## src/rtl/sigflt_pkg.sv

```systemverilog
// Package: shared operand classes and class-combining rule for the
// significance-tracking multiplier. Assumes binary32-like encoding.
package sigflt_pkg;

    typedef enum logic [1:0] {
        CLS_ZERO = 2'd0,
        CLS_NORM = 2'd1,
        CLS_INF  = 2'd2,
        CLS_NAN  = 2'd3
    } sigflt_cls_e;

    // Combine operand classes into the class of their product.
    function automatic sigflt_cls_e merge_cls(input sigflt_cls_e x, input sigflt_cls_e y);
        if (x == CLS_NAN || y == CLS_NAN)
            return CLS_NAN;
        if ((x == CLS_INF && y == CLS_ZERO) || (x == CLS_ZERO && y == CLS_INF))
            return CLS_NAN;
        if (x == CLS_INF || y == CLS_INF)
            return CLS_INF;
        if (x == CLS_ZERO || y == CLS_ZERO)
            return CLS_ZERO;
        return CLS_NORM;
    endfunction

endpackage

```

## src/rtl/sigflt_unpack.sv

```systemverilog
// Module: sigflt_unpack
// Splits one operand into sign, exponent, significand and class, finds the
// lowest set fraction bit (the precision marker), reports the precision and
// clears the marker from the significand. Purely combinational.
// Assumes: exponent field 0 means zero (subnormals are flushed).
module sigflt_unpack
    import sigflt_pkg::*;
#(
    parameter int EXP_W  = 8,
    parameter int FRAC_W = 23,
    parameter int PREC_W = $clog2(FRAC_W + 1)
) (
    input  logic [EXP_W+FRAC_W:0] op,
    output logic                  sign,
    output logic [EXP_W-1:0]      expo,
    output logic [FRAC_W:0]       sig,
    output logic [PREC_W-1:0]     prec,
    output sigflt_cls_e           cls
);
    localparam int POS_W = $clog2(FRAC_W);

    logic [FRAC_W-1:0] frac;
    logic [FRAC_W-1:0] stripped;
    logic [POS_W-1:0]  mark_pos;
    logic              mark_found;

    assign sign = op[EXP_W+FRAC_W];
    assign expo = op[FRAC_W +: EXP_W];
    assign frac = op[FRAC_W-1:0];

    // Locate the lowest set fraction bit.
    always_comb begin
        mark_pos   = '0;
        mark_found = 1'b0;
        for (int i = 0; i < FRAC_W; i++) begin
            if (!mark_found && frac[i]) begin
                mark_pos   = POS_W'(i);
                mark_found = 1'b1;
            end
        end
    end

    // Clear the marker and derive the precision from its position.
    always_comb begin
        stripped = frac;
        if (mark_found)
            stripped[mark_pos] = 1'b0;
        prec = mark_found ? PREC_W'(FRAC_W - 1 - int'(mark_pos)) : '0;
        sig  = {1'b1, stripped};
    end

    // Classify the operand from its exponent field.
    always_comb begin
        if (expo == '0)
            cls = CLS_ZERO;
        else if (expo == '1)
            cls = (frac == '0) ? CLS_INF : CLS_NAN;
        else
            cls = CLS_NORM;
    end

endmodule

```

## src/rtl/sigflt_stage1.sv

```systemverilog
// Module: sigflt_stage1
// First pipeline stage: multiplies the two significands, adds the biased
// exponents, XORs the signs, takes the smaller precision and merges the
// classes, then registers all of it. Data registers load only on valid.
module sigflt_stage1
    import sigflt_pkg::*;
#(
    parameter int EXP_W  = 8,
    parameter int FRAC_W = 23,
    parameter int PREC_W = $clog2(FRAC_W + 1),
    parameter int SIG_W  = FRAC_W + 1,
    parameter int EW2    = EXP_W + 2
) (
    input  logic                   clk,
    input  logic                   rst_n,
    input  logic                   in_valid,
    input  logic                   a_sign,
    input  logic [EXP_W-1:0]       a_exp,
    input  logic [SIG_W-1:0]       a_sig,
    input  logic [PREC_W-1:0]      a_prec,
    input  sigflt_cls_e            a_cls,
    input  logic                   b_sign,
    input  logic [EXP_W-1:0]       b_exp,
    input  logic [SIG_W-1:0]       b_sig,
    input  logic [PREC_W-1:0]      b_prec,
    input  sigflt_cls_e            b_cls,
    output logic                   s1_valid,
    output logic                   s1_sign,
    output logic [2*SIG_W-1:0]     s1_prod,
    output logic signed [EW2-1:0]  s1_exp,
    output logic [PREC_W-1:0]      s1_prec,
    output sigflt_cls_e            s1_cls
);
    localparam int BIAS = (1 << (EXP_W - 1)) - 1;

    logic [2*SIG_W-1:0]    prod_c;
    logic signed [EW2-1:0] exp_c;
    logic [PREC_W-1:0]     prec_c;

    // Combinational product, exponent sum and precision minimum.
    always_comb begin
        prod_c = (2*SIG_W)'(a_sig) * (2*SIG_W)'(b_sig);
        exp_c  = EW2'(int'(a_exp) + int'(b_exp) - BIAS);
        prec_c = (a_prec < b_prec) ? a_prec : b_prec;
    end

    // Stage-1 valid register.
    always_ff @(posedge clk) begin
        if (!rst_n)
            s1_valid <= 1'b0;
        else
            s1_valid <= in_valid;
    end

    // Stage-1 data registers, loaded on accepted pairs.
    always_ff @(posedge clk) begin
        if (!rst_n) begin
            s1_sign <= 1'b0;
            s1_prod <= '0;
            s1_exp  <= '0;
            s1_prec <= '0;
            s1_cls  <= CLS_ZERO;
        end else if (in_valid) begin
            s1_sign <= a_sign ^ b_sign;
            s1_prod <= prod_c;
            s1_exp  <= exp_c;
            s1_prec <= prec_c;
            s1_cls  <= merge_cls(a_cls, b_cls);
        end
    end

endmodule

```

## src/rtl/sigflt_pack.sv

```systemverilog
// Module: sigflt_pack
// Second pipeline stage: normalises the product by at most one position,
// truncates the fraction, handles exponent overflow and underflow and the
// special classes, inserts the precision marker and registers the result.
// Assumes the product's top bit is bit 2*SIG_W-1 (both significands >= 1).
module sigflt_pack
    import sigflt_pkg::*;
#(
    parameter int EXP_W  = 8,
    parameter int FRAC_W = 23,
    parameter int PREC_W = $clog2(FRAC_W + 1),
    parameter int SIG_W  = FRAC_W + 1,
    parameter int EW2    = EXP_W + 2,
    parameter int WORD_W = 1 + EXP_W + FRAC_W
) (
    input  logic                   clk,
    input  logic                   rst_n,
    input  logic                   s1_valid,
    input  logic                   s1_sign,
    input  logic [2*SIG_W-1:0]     s1_prod,
    input  logic signed [EW2-1:0]  s1_exp,
    input  logic [PREC_W-1:0]      s1_prec,
    input  sigflt_cls_e            s1_cls,
    output logic                   out_valid,
    output logic [WORD_W-1:0]      out_res,
    output logic                   out_errmag
);
    localparam int EXP_MAX = (1 << EXP_W) - 1;
    localparam int PTOP    = 2 * SIG_W - 1;

    logic                  norm_up;
    logic [FRAC_W-1:0]     frac_t;
    logic signed [EW2-1:0] exp_adj;
    logic                  ovf;
    logic                  unf;
    logic [FRAC_W-1:0]     frac_m;
    logic [WORD_W-1:0]     res_c;
    logic                  errmag_c;

    // Normalise by one position and truncate the fraction.
    always_comb begin
        norm_up = s1_prod[PTOP];
        frac_t  = norm_up ? s1_prod[PTOP-1 -: FRAC_W] : s1_prod[PTOP-2 -: FRAC_W];
        exp_adj = s1_exp + EW2'(norm_up);
        ovf     = (exp_adj >= EW2'(EXP_MAX));
        unf     = exp_adj[EW2-1] || (exp_adj == '0);
    end

    // Insert the precision marker below the kept fraction bits.
    always_comb begin
        frac_m = '0;
        if (s1_prec != '0) begin
            for (int i = 0; i < FRAC_W; i++) begin
                if (i > FRAC_W - 1 - int'(s1_prec))
                    frac_m[i] = frac_t[i];
                else if (i == FRAC_W - 1 - int'(s1_prec))
                    frac_m[i] = 1'b1;
            end
        end
    end

    // Select the result word by class and exponent range.
    always_comb begin
        errmag_c = 1'b0;
        unique case (s1_cls)
            CLS_NAN:  res_c = {1'b0, {EXP_W{1'b1}}, 1'b1, {(FRAC_W-1){1'b0}}};
            CLS_INF:  res_c = {s1_sign, {EXP_W{1'b1}}, {FRAC_W{1'b0}}};
            CLS_ZERO: res_c = {s1_sign, {EXP_W{1'b0}}, {FRAC_W{1'b0}}};
            default: begin
                if (ovf)
                    res_c = {s1_sign, {EXP_W{1'b1}}, {FRAC_W{1'b0}}};
                else if (unf)
                    res_c = {s1_sign, {EXP_W{1'b0}}, {FRAC_W{1'b0}}};
                else begin
                    res_c    = {s1_sign, exp_adj[EXP_W-1:0], frac_m};
                    errmag_c = (s1_prec == '0);
                end
            end
        endcase
    end

    // Output registers: valid and error flag every cycle, word on valid.
    always_ff @(posedge clk) begin
        if (!rst_n) begin
            out_valid  <= 1'b0;
            out_errmag <= 1'b0;
            out_res    <= '0;
        end else begin
            out_valid  <= s1_valid;
            out_errmag <= s1_valid && errmag_c;
            if (s1_valid)
                out_res <= res_c;
        end
    end

endmodule

```

## src/rtl/sigflt_mul.sv

```systemverilog
// Module: sigflt_mul (top)
// Two-stage multiplier for binary32 words whose lowest set fraction bit marks
// their precision. Unpacks both operands, multiplies in stage 1, normalises
// and re-encodes with the smaller precision in stage 2. Latency two cycles.
// Assumes: inputs are sampled only when in_valid is high.
module sigflt_mul
    import sigflt_pkg::*;
#(
    parameter int EXP_W  = 8,
    parameter int FRAC_W = 23
) (
    input  logic                      clk,
    input  logic                      rst_n,
    input  logic                      in_valid,
    input  logic [EXP_W+FRAC_W:0]     in_a,
    input  logic [EXP_W+FRAC_W:0]     in_b,
    output logic                      out_valid,
    output logic [EXP_W+FRAC_W:0]     out_res,
    output logic                      out_errmag
);
    localparam int WORD_W = 1 + EXP_W + FRAC_W;
    localparam int SIG_W  = FRAC_W + 1;
    localparam int PREC_W = $clog2(FRAC_W + 1);
    localparam int EW2    = EXP_W + 2;
    localparam int N_OPS  = 2;

    logic [N_OPS-1:0][WORD_W-1:0] ops;
    logic [N_OPS-1:0]             op_sign;
    logic [N_OPS-1:0][EXP_W-1:0]  op_exp;
    logic [N_OPS-1:0][SIG_W-1:0]  op_sig;
    logic [N_OPS-1:0][PREC_W-1:0] op_prec;
    sigflt_cls_e                  op_cls [N_OPS];

    logic                  s1_valid;
    logic                  s1_sign;
    logic [2*SIG_W-1:0]    s1_prod;
    logic signed [EW2-1:0] s1_exp;
    logic [PREC_W-1:0]     s1_prec;
    sigflt_cls_e           s1_cls;

    assign ops[0] = in_a;
    assign ops[1] = in_b;

    // One unpacker per operand.
    for (genvar g = 0; g < N_OPS; g++) begin : g_unpack
        sigflt_unpack #(
            .EXP_W  (EXP_W),
            .FRAC_W (FRAC_W),
            .PREC_W (PREC_W)
        ) u_unpack (
            .op   (ops[g]),
            .sign (op_sign[g]),
            .expo (op_exp[g]),
            .sig  (op_sig[g]),
            .prec (op_prec[g]),
            .cls  (op_cls[g])
        );
    end

    sigflt_stage1 #(
        .EXP_W  (EXP_W),
        .FRAC_W (FRAC_W),
        .PREC_W (PREC_W),
        .SIG_W  (SIG_W),
        .EW2    (EW2)
    ) u_stage1 (
        .clk      (clk),
        .rst_n    (rst_n),
        .in_valid (in_valid),
        .a_sign   (op_sign[0]),
        .a_exp    (op_exp[0]),
        .a_sig    (op_sig[0]),
        .a_prec   (op_prec[0]),
        .a_cls    (op_cls[0]),
        .b_sign   (op_sign[1]),
        .b_exp    (op_exp[1]),
        .b_sig    (op_sig[1]),
        .b_prec   (op_prec[1]),
        .b_cls    (op_cls[1]),
        .s1_valid (s1_valid),
        .s1_sign  (s1_sign),
        .s1_prod  (s1_prod),
        .s1_exp   (s1_exp),
        .s1_prec  (s1_prec),
        .s1_cls   (s1_cls)
    );

    sigflt_pack #(
        .EXP_W  (EXP_W),
        .FRAC_W (FRAC_W),
        .PREC_W (PREC_W),
        .SIG_W  (SIG_W),
        .EW2    (EW2),
        .WORD_W (WORD_W)
    ) u_pack (
        .clk        (clk),
        .rst_n      (rst_n),
        .s1_valid   (s1_valid),
        .s1_sign    (s1_sign),
        .s1_prod    (s1_prod),
        .s1_exp     (s1_exp),
        .s1_prec    (s1_prec),
        .s1_cls     (s1_cls),
        .out_valid  (out_valid),
        .out_res    (out_res),
        .out_errmag (out_errmag)
    );

endmodule

```

## config.mk

```make
export PLATFORM = sky130hd
export DESIGN_NAME = sigflt_mul
export DESIGN_NICKNAME = d
export VERILOG_FILES = /design/src/rtl/sigflt_pkg.sv /design/src/rtl/sigflt_unpack.sv /design/src/rtl/sigflt_stage1.sv /design/src/rtl/sigflt_pack.sv /design/src/rtl/sigflt_mul.sv
export SDC_FILE = /design/constraint.sdc
export NUM_CORES = 2
export LEC_CHECK = 0
export ABC_AREA = 0
export BUFFER_PORTS_ARGS = -buffer_cell sky130_fd_sc_hd__buf_2
export CORE_MARGIN = 1.5
export CORE_UTILIZATION = 45
export CTS_CLUSTER_SIZE = 20
export DETAILED_ROUTE_END_ITERATION = 8
export SLEW_MARGIN = 20
export SYNTH_ARGS = -nofsm -noshare
export SYNTH_HDL_FRONTEND = slang
export SYNTH_SLANG_ARGS = --single-unit
```

## constraint.sdc

```tcl
create_clock -name clk -period 12.09 [get_ports clk]
set_input_delay 1.209 -clock clk [delete_from_list [all_inputs] [get_ports clk]]
set_output_delay 1.209 -clock clk [all_outputs]
set_load 0.02 [all_outputs]
```

### Word level (Yosys, flattened, before mapping)

Index checks and enable logic that the tools add are counted.

| operators by class | value |
|---|---|
| mux-type cells | 185 |
| bitwise logic cells | 5 |
| $lt $le $gt $ge | 29 |
| $mul | 1 |
| eq/ne operators | 30 |
| add/subtract/negate cells | 6 |
| reduce and logical (&&, ||, !) cells | 110 |

Operator list:

| kind | number |
|---|---|
| equality test 5 x 32 -> 1 bit (first input constant) | 8 |
| greater-than comparator 5 x 32 -> 1 bit (first input constant) | 8 |
| equality test 6 x 32 -> 1 bit (first input constant) | 7 |
| greater-than comparator 6 x 32 -> 1 bit (first input constant) | 7 |
| equality test 4 x 32 -> 1 bit (first input constant) | 4 |
| greater-than comparator 4 x 32 -> 1 bit (first input constant) | 4 |
| 2-to-1 mux 1 bit | 119 |
| one-hot mux 32 bit (3 select lines) | 1 |
| 2-to-1 mux 23 bit | 4 |
| 2-to-1 mux 5 bit | 17 |
| equality test 3 x 32 -> 1 bit (first input constant) | 2 |
| greater-than comparator 3 x 32 -> 1 bit (first input constant) | 2 |
| 2-to-1 mux 4 bit | 16 |
| 2-to-1 mux 31 bit | 2 |
| logical AND 1 bit | 49 |
| multiplier 24 x 24 -> 48 bit | 1 |
| AND 23 bit | 2 |
| logical NOT 23 bit | 2 |
| NOT 23 bit | 2 |
| logical NOT 1 bit | 44 |
| equality test 2 x 32 -> 1 bit (first input constant) | 1 |
| greater-than comparator 1 x 32 -> 1 bit (first input constant) | 1 |
| greater-than comparator 2 x 32 -> 1 bit (first input constant) | 1 |
| logical NOT 32 bit | 1 |
| other kinds (22) | 61 |

| word-level totals | value |
|---|---|
| register bits | 101 |

### Logic depth before layout (Yosys ltp)

| depth | value |
|---|---|
| depth after elaboration | 75 |
| mapped depth | 38 |

### Modules after synthesis

From an unflattened synthesis, not the netlist that was laid out.

| second synthesis, totals | value |
|---|---|
| cell total of the unflattened synthesis | 3062 |
| area, all modules | 26276.5 um2 |

Modules (own cells, without submodules):

| module | sequential area each (um2) | area an instance (um2) | instances | cells an instance |
|---|---|---|---|---|
| sigflt_stage1 | 1341.3 | 21883.5 | 1 | 2485 |
| sigflt_pack | 680.7 | 2801.4 | 1 | 343 |
| sigflt_unpack | 0.0 | 795.8 | 2 | 117 |

### Least setup slack after synthesis

OpenSTA, ideal clock, no wires.

| path | value |
|---|---|
| path type | input port to flip-flop |
| from | input in_a[0] |
| to | register u_stage1.s1_prod[42] |
| data arrival time | 9415 ps |
| slack | 2558 ps |
| stages on the path | 35 |
| required time | 11973 ps |
| cells stage by stage | or4_4 nor4_4 and3_1 buf_6 nand3_1 nand2_1 inv_1 ha_1 nand2_1 nand2_1 inv_1 clkbuf_1 nand2_1 fa_1 inv_1 fa_1 inv_1 fa_1 fa_1 inv_1 fa_1 fa_1 inv_1 fa_1 inv_1 ha_1 nand2_1 nor4_1 o2111ai_1 a21oi_1 nand3_1 and2_1 a211oi_1 o21ai_0 a32o_1 |

| between the ends | value |
|---|---|
| cells in the longest elaborated chain, start to end | 75 |
| elaborated cells on any way between the ends | 98 |
| classes of those cells | 1 x mul; 2 x order compare; 48 x mux; 2 x bitwise; 45 x reduce/logical |

Ends and longest elaborated chain:

| what | line | text |
|---|---|---|
| start, declared | sigflt_mul.sv:15 | `input logic [EXP_W+FRAC_W:0] in_a,` |
| 2-to-1 mux 1 bit | sigflt_unpack.sv:36 | `if (!mark_found && frac[i]) begin` |
| logical NOT 1 bit | sigflt_unpack.sv:36 |  |
| logical AND 1 bit | sigflt_unpack.sv:36 |  |
| 2-to-1 mux 1 bit | sigflt_unpack.sv:36 |  |
| logical NOT 1 bit | sigflt_unpack.sv:36 |  |
| logical AND 1 bit | sigflt_unpack.sv:36 |  |
| 2-to-1 mux 1 bit | sigflt_unpack.sv:36 |  |
| logical NOT 1 bit | sigflt_unpack.sv:36 |  |
| [... 59 more ...] | - |  |
| < comparator 5 x 6 -> 1 bit (not written as such) / >= comparator 5 x 1 -> 1 bit (equally long branches) | sigflt_unpack.sv:47 | `stripped[mark_pos] = 1'b0;` |
| logical AND 1 bit (not written as such) | sigflt_unpack.sv:47 |  |
| 2-to-1 mux 1 bit (not written as such) | sigflt_unpack.sv:47 |  |
| demux 1 bit (select 5 bit) | - |  |
| NOT 23 bit (no source line) | - |  |
| AND 23 bit (no source line) | - |  |
| 2-to-1 mux 23 bit * | sigflt_unpack.sv:46 | `if (mark_found)` |
| multiplier 24 x 24 -> 48 bit * | sigflt_stage1.sv:42 | `prod_c = (2*SIG_W)'(a_sig) * (2*SIG_W)'(b_sig);` |
| end signal, assigned | sigflt_stage1.sv:65 | `s1_prod <= prod_c;` |
| end, declared | sigflt_stage1.sv:29 | `output logic [2*SIG_W-1:0] s1_prod,` |

Mark *: on every way between the ends. The rest lies on a longest branch, timed or not.
A chain may end at the register's enable or synchronous reset.

### Worst setup path after layout

| path | value |
|---|---|
| from | input in_b[0] |
| to | register u_stage1.s1_prod[47] |

| between the ends | value |
|---|---|
| cells in the longest elaborated chain, start to end | 75 |
| elaborated cells on any way between the ends | 98 |
| classes of those cells | 1 x mul; 2 x order compare; 48 x mux; 2 x bitwise; 45 x reduce/logical |

Ends and longest elaborated chain:

| what | line | text |
|---|---|---|
| start, declared | sigflt_mul.sv:16 | `input logic [EXP_W+FRAC_W:0] in_b,` |
| 2-to-1 mux 1 bit | sigflt_unpack.sv:36 |  |
| logical NOT 1 bit | sigflt_unpack.sv:36 |  |
| logical AND 1 bit | sigflt_unpack.sv:36 |  |
| 2-to-1 mux 1 bit | sigflt_unpack.sv:36 |  |
| logical NOT 1 bit | sigflt_unpack.sv:36 |  |
| logical AND 1 bit | sigflt_unpack.sv:36 |  |
| 2-to-1 mux 1 bit | sigflt_unpack.sv:36 |  |
| logical NOT 1 bit | sigflt_unpack.sv:36 |  |
| [... 59 more ...] | - |  |
| < comparator 5 x 6 -> 1 bit (not written as such) / >= comparator 5 x 1 -> 1 bit (equally long branches) | sigflt_unpack.sv:47 |  |
| logical AND 1 bit (not written as such) | sigflt_unpack.sv:47 |  |
| 2-to-1 mux 1 bit (not written as such) | sigflt_unpack.sv:47 |  |
| demux 1 bit (select 5 bit) | - |  |
| NOT 23 bit (no source line) | - |  |
| AND 23 bit (no source line) | - |  |
| 2-to-1 mux 23 bit * | sigflt_unpack.sv:46 |  |
| multiplier 24 x 24 -> 48 bit * | sigflt_stage1.sv:42 |  |

Marked as above.

==> impl_table.tex <==
\begin{tabular}{lr}
\hline
Metric & Value \\
\hline
\multicolumn{2}{l}{\textbf{GRT}} \\
\quad First-pass GRT wire length & 120 mm \\
\quad Maximum number of pins on one net before global-route repair & 62 \\
\quad Grt total ovfl & 0 \\
\quad Met2 track demand over resource in global routing & 46.7\% \\
\quad Met1 usage & 41.8\% \\
\quad Met3 Use GR & 5.61\% \\
\quad Tot GR Track Use & 30.0\% \\
\quad Via count of the first global-routing pass & 20200 \\
\quad Busiest grt layer & met2 \\
\quad Number of antenna violations at the first check in global routing & 0 \\
\multicolumn{2}{l}{\textbf{Route}} \\
\quad Average wire per cell in the routed design & 22.3 um \\
\quad DR pass1 iterations & 9 \\
\quad Vias per Instance & 5.60 \\
\quad DRT antenna net count & 0 \\
\quad DRC & 0 \\
\quad DR iter-0 viols & 1588 \\
\quad Total routed wirelength & 77.9 mm \\
\quad Via count & 19600 \\
\multicolumn{2}{l}{\textbf{Setup path}} \\
\quad Depth of the critical timing path with buffers and inverters included & 35 \\
\quad Cell count of the worst reg-to-reg path & 11 \\
\quad Worst Setup SP & in\_b[0] \\
\quad Crit Reg-Reg Startpoint & u\_stage1.s1\_prod[47] \\
\quad Bufs and invs on worst path & 9 \\
\quad Flop-to-flop setup slack & 8.72 ns \\
\quad Kind of capture point of the worst setup path & register \\
\quad Crit path to & u\_stage1.s1\_prod[47] \\
\quad Worst Path Max Fanout & 21 \\
\quad Biggest cell delay along the critical path & 0.63 ns \\
\quad Worst path top cell family by delay & adder cells \\
\quad Critical-path top delay cell & sky130\_fd\_sc\_hd\_\_inv\_1 \\
\quad Req. time, crit path & 12.30 ns \\
\quad Startpoint Class & input pin \\
\quad Endpoint of the lowest-slack register-to-register path & u\_pack.out\_res[26] \\
\quad Crit Path Category & in2reg \\
\quad Arrival time of data at the critical path endpoint & 11.40 ns \\
\quad Most repeated library cell on the critical path & sky130\_fd\_sc\_hd\_\_inv\_1 \\
\multicolumn{2}{l}{\textbf{Place}} \\
\quad Final weighted congestion in routability-driven placement & 0.941 \\
\quad DP Wirelength & 64.0 mm \\
\quad I/O Buffers & 100 \\
\multicolumn{2}{l}{\textbf{Logic synthesis}} \\
\quad Area share of fa/ha/maj cells after synthesis & 52.2\% \\
\quad XOR/XNOR Fraction of Synth Area & 1.77\% \\
\quad Share of cell area taken by muxes after synthesis & 1.48\% \\
\quad Synthesized-area fraction occupied by ao, oa, aoi and oai cells & 8.52\% \\
\quad Async set-or-reset flop fraction in the synthesized netlist & 0\% \\
\quad Number of different library cells in the post-synthesis netlist & 91 \\
\quad Net count after synthesis & 3503 \\
\quad Post-Synthesis Cells & 2757 \\
\quad Synthesized-area fraction occupied by and/or/nand/nor cells & 17.2\% \\
\quad Post-Syn Area per Cell & 8.41 um\^{}2 \\
\quad Synth top area cells & sky130\_fd\_sc\_hd\_\_fa\_1 42\%, sky130\_fd\_sc\_hd\_\_ha\_1 11\%, sky130\_fd\_sc\_hd\_\_inv\_1 9.5\%, sky130\_fd\_sc\_hd\_\_dfxtp\_1 6.7\%, sky130\_fd\_sc\_hd\_\_nand2\_1 6.2\% \\
\quad EDFF count, synth & 0 \\
\quad Sequential-to-total area share from yosys stat & 6.73\% \\
\quad Most area-hungry cell type in the Yosys netlist & sky130\_fd\_sc\_hd\_\_fa\_1 \\
\quad Synth Register Bits & 78 \\
\quad Combinational family with the most area after synthesis & adder cells \\
\quad Most used flip-flop cell after synthesis & sky130\_fd\_sc\_hd\_\_dfxtp\_1 \\
\quad Cell Area, Synth & 23200 um\^{}2 \\
\quad Yosys warning total & 0 \\
\quad Share of the synthesized area in the top cell type & 41.6\% \\
\multicolumn{2}{l}{\textbf{Clocking}} \\
\quad Count of cells resized by post-cts repair & 0 \\
\quad CTS sink cnt & 78 \\
\quad H-tree depth & 3 \\
\quad CTS root buffer & sky130\_fd\_sc\_hd\_\_clkbuf\_16 \\
\quad Clock tree from TritonCTS & done \\
\quad Clk pin slew, worst setup/hold paths & 0.06 ns \\
\quad Clock latency at the later pin of the worst-skew pair & 0.35 ns \\
\quad Setup Buffers After CTS & 0 \\
\quad Buffer depth of the longest clock path & 2 \\
\quad CTS Hold Bufs & 0 \\
\quad Number of CTS-inserted buffers & 9 \\
\multicolumn{2}{l}{\textbf{Outcome}} \\
\quad Status & complete, no violations \\
\multicolumn{2}{l}{\textbf{STA}} \\
\quad Peak Freq & 89.4 MHz \\
\quad Final hold violation count & 0 \\
\quad Finish-stage setup viols & 0 \\
\quad Actual slew at the worst max-slew pin & 1.08 ns \\
\quad RSZ-0062 raised after global routing & no \\
\quad Post-route clock period utilization & 92.5\% \\
\quad Tmin final & 11.18 ns \\
\quad Setup TNS & 0 ns \\
\quad Worst max-slew margin expressed relative to the limit & 27.3\% \\
\quad Number of slew-limit violations in the final report & 0 \\
\quad Largest clock skew in the final design & 0.00864 ns \\
\multicolumn{2}{l}{\textbf{Final layout}} \\
\quad Layout Nets & 3562 \\
\quad Fraction of final layout cells sized beyond drive strength 1 & 8.61\% \\
\quad Commonest non-fill, non-tap cells in the layout & 587 x sky130\_fd\_sc\_hd\_\_inv\_1, 482 x sky130\_fd\_sc\_hd\_\_fa\_1, 379 x sky130\_fd\_sc\_hd\_\_nand2\_1 \\
\quad Layout overhead on the synthesized area & 7.16\% \\
\quad Most common library cell in the layout ignoring fill and taps & sky130\_fd\_sc\_hd\_\_inv\_1 \\
\quad Utilization after layout & 48.7\% \\
\multicolumn{2}{l}{\textbf{Floorplan}} \\
\quad Die area & 52900 um\^{}2 \\
\quad Chip width & 230 um \\
\quad Vertical die dimension & 230 um \\
\quad Placement row count & 83 \\
\quad Starting density of the core & 45.4\% \\
\quad Area inside the core boundary & 51100 um\^{}2 \\
\quad Number of top-level pins & 101 \\
\multicolumn{2}{l}{\textbf{Worst hold path}} \\
\quad Kind of path behind the tightest hold check & reg2reg \\
\multicolumn{2}{l}{\textbf{Flow run}} \\
\quad Max Cap Viol & 0 \\
\hline
\end{tabular}
-- sequential cells by signal (all words and copies together), names as in the netlist --
register           count
u_pack.out_res        32
u_stage1.s1_prod      25
u_stage1.s1_exp       10
u_stage1.s1_prec       5
u_stage1.s1_cls        2
u_pack.out_errmag      1
u_pack.out_valid       1
u_stage1.s1_sign       1
u_stage1.s1_valid      1
-- final cells by class --
| class | instances | area [um^2] |
|---|---|---|
| multi-input combinational | 1954 | 18900 |
| timing repair buffer | 170 | 1030 |
| fill | 5032 | 26200 |
| clock inverter | 5 | 33.8 |
| sequential | 78 | 1560 |
| inverter | 603 | 2270 |
| antenna | 1 | 2.50 |
| clock buffer | 11 | 243 |
| tap | 680 | 851 |
-- per-stage QoR --
stage / area [um^2] / hold slack, ns / std cells / setup slack, ns
floorplan: 23200 / 0.425 / 2757 / 2.56
global placement: 24600 / 0.455 / 3485 / 0.844
detailed placement: 24600 / 0.462 / 3485 / 0.659
global route: 24900 / 0.499 / 3501 / 0.250
CTS: 24800 / 0.480 / 3501 / 0.956
finish: 24900 / 0.475 / 3502 / 0.907
-- cell usage after synthesis (19+ instances only) --
library cell / instances
sky130_fd_sc_hd__a21oi_1: 72
sky130_fd_sc_hd__a22o_1: 19
sky130_fd_sc_hd__and2_1: 20
sky130_fd_sc_hd__buf_2: 25
sky130_fd_sc_hd__clkbuf_1: 88
sky130_fd_sc_hd__dfxtp_1: 78
sky130_fd_sc_hd__fa_1: 482
sky130_fd_sc_hd__ha_1: 197
sky130_fd_sc_hd__inv_1: 587
sky130_fd_sc_hd__mux2i_1: 31
sky130_fd_sc_hd__nand2_1: 381
sky130_fd_sc_hd__nand3_1: 44
sky130_fd_sc_hd__nor2_1: 317
sky130_fd_sc_hd__nor2b_1: 21
sky130_fd_sc_hd__o21ai_0: 47
sky130_fd_sc_hd__xnor2_1: 36
-- cell families after synthesis --
| family | count (synthesis) |
|---|---|
| AO/OA/AOI/OAI | 285 |
| flip-flops | 78 |
| XOR/XNOR | 47 |
| AND/OR/NAND/NOR | 909 |
| multiplexers | 34 |
| buffers and inverters | 725 |
| adder cells (fa/ha/maj) | 679 |
-- routing by layer --
metal | wire length, um | up-vias
met5 | 0 | -
met1 | 33200 | 9920
li1 | - | 8566
met2 | 34800 | 959
met3 | 6930 | 172
met4 | 3010 | 0
-- worst min-delay path by stage --
stage	from	slack [ns]	cells past startpoint	endpoint
6_report	u_pack.out_res[0]	0.47	1	u_pack.out_res[0]
5_1_grt	u_pack.out_res[26]	0.50	2	u_pack.out_res[26]
4_1_cts	u_pack.out_res[0]	0.48	1	u_pack.out_res[0]
3_5_place_dp	u_pack.out_res[8]	0.46	1	u_pack.out_res[8]
3_3_place_gp	u_pack.out_res[3]	0.46	1	u_pack.out_res[3]
2_1_floorplan	u_stage1.s1_prod[46]	0.42	2	u_stage1.s1_prod[46]
-- worst reg2reg max path, delay by kind of cell, from the launching register on --
family                   cells  cell delay (ns)
flip-flops                   1             0.31
buffers and inverters        1             0.38
AO/OA/AOI/OAI                6             1.54
adder cells (fa/ha/maj)      2             0.51
AND/OR/NAND/NOR              2             0.53
Power is not shown: default switching activity piles up to over one toggle a cycle in this logic, so the estimate is an artifact.
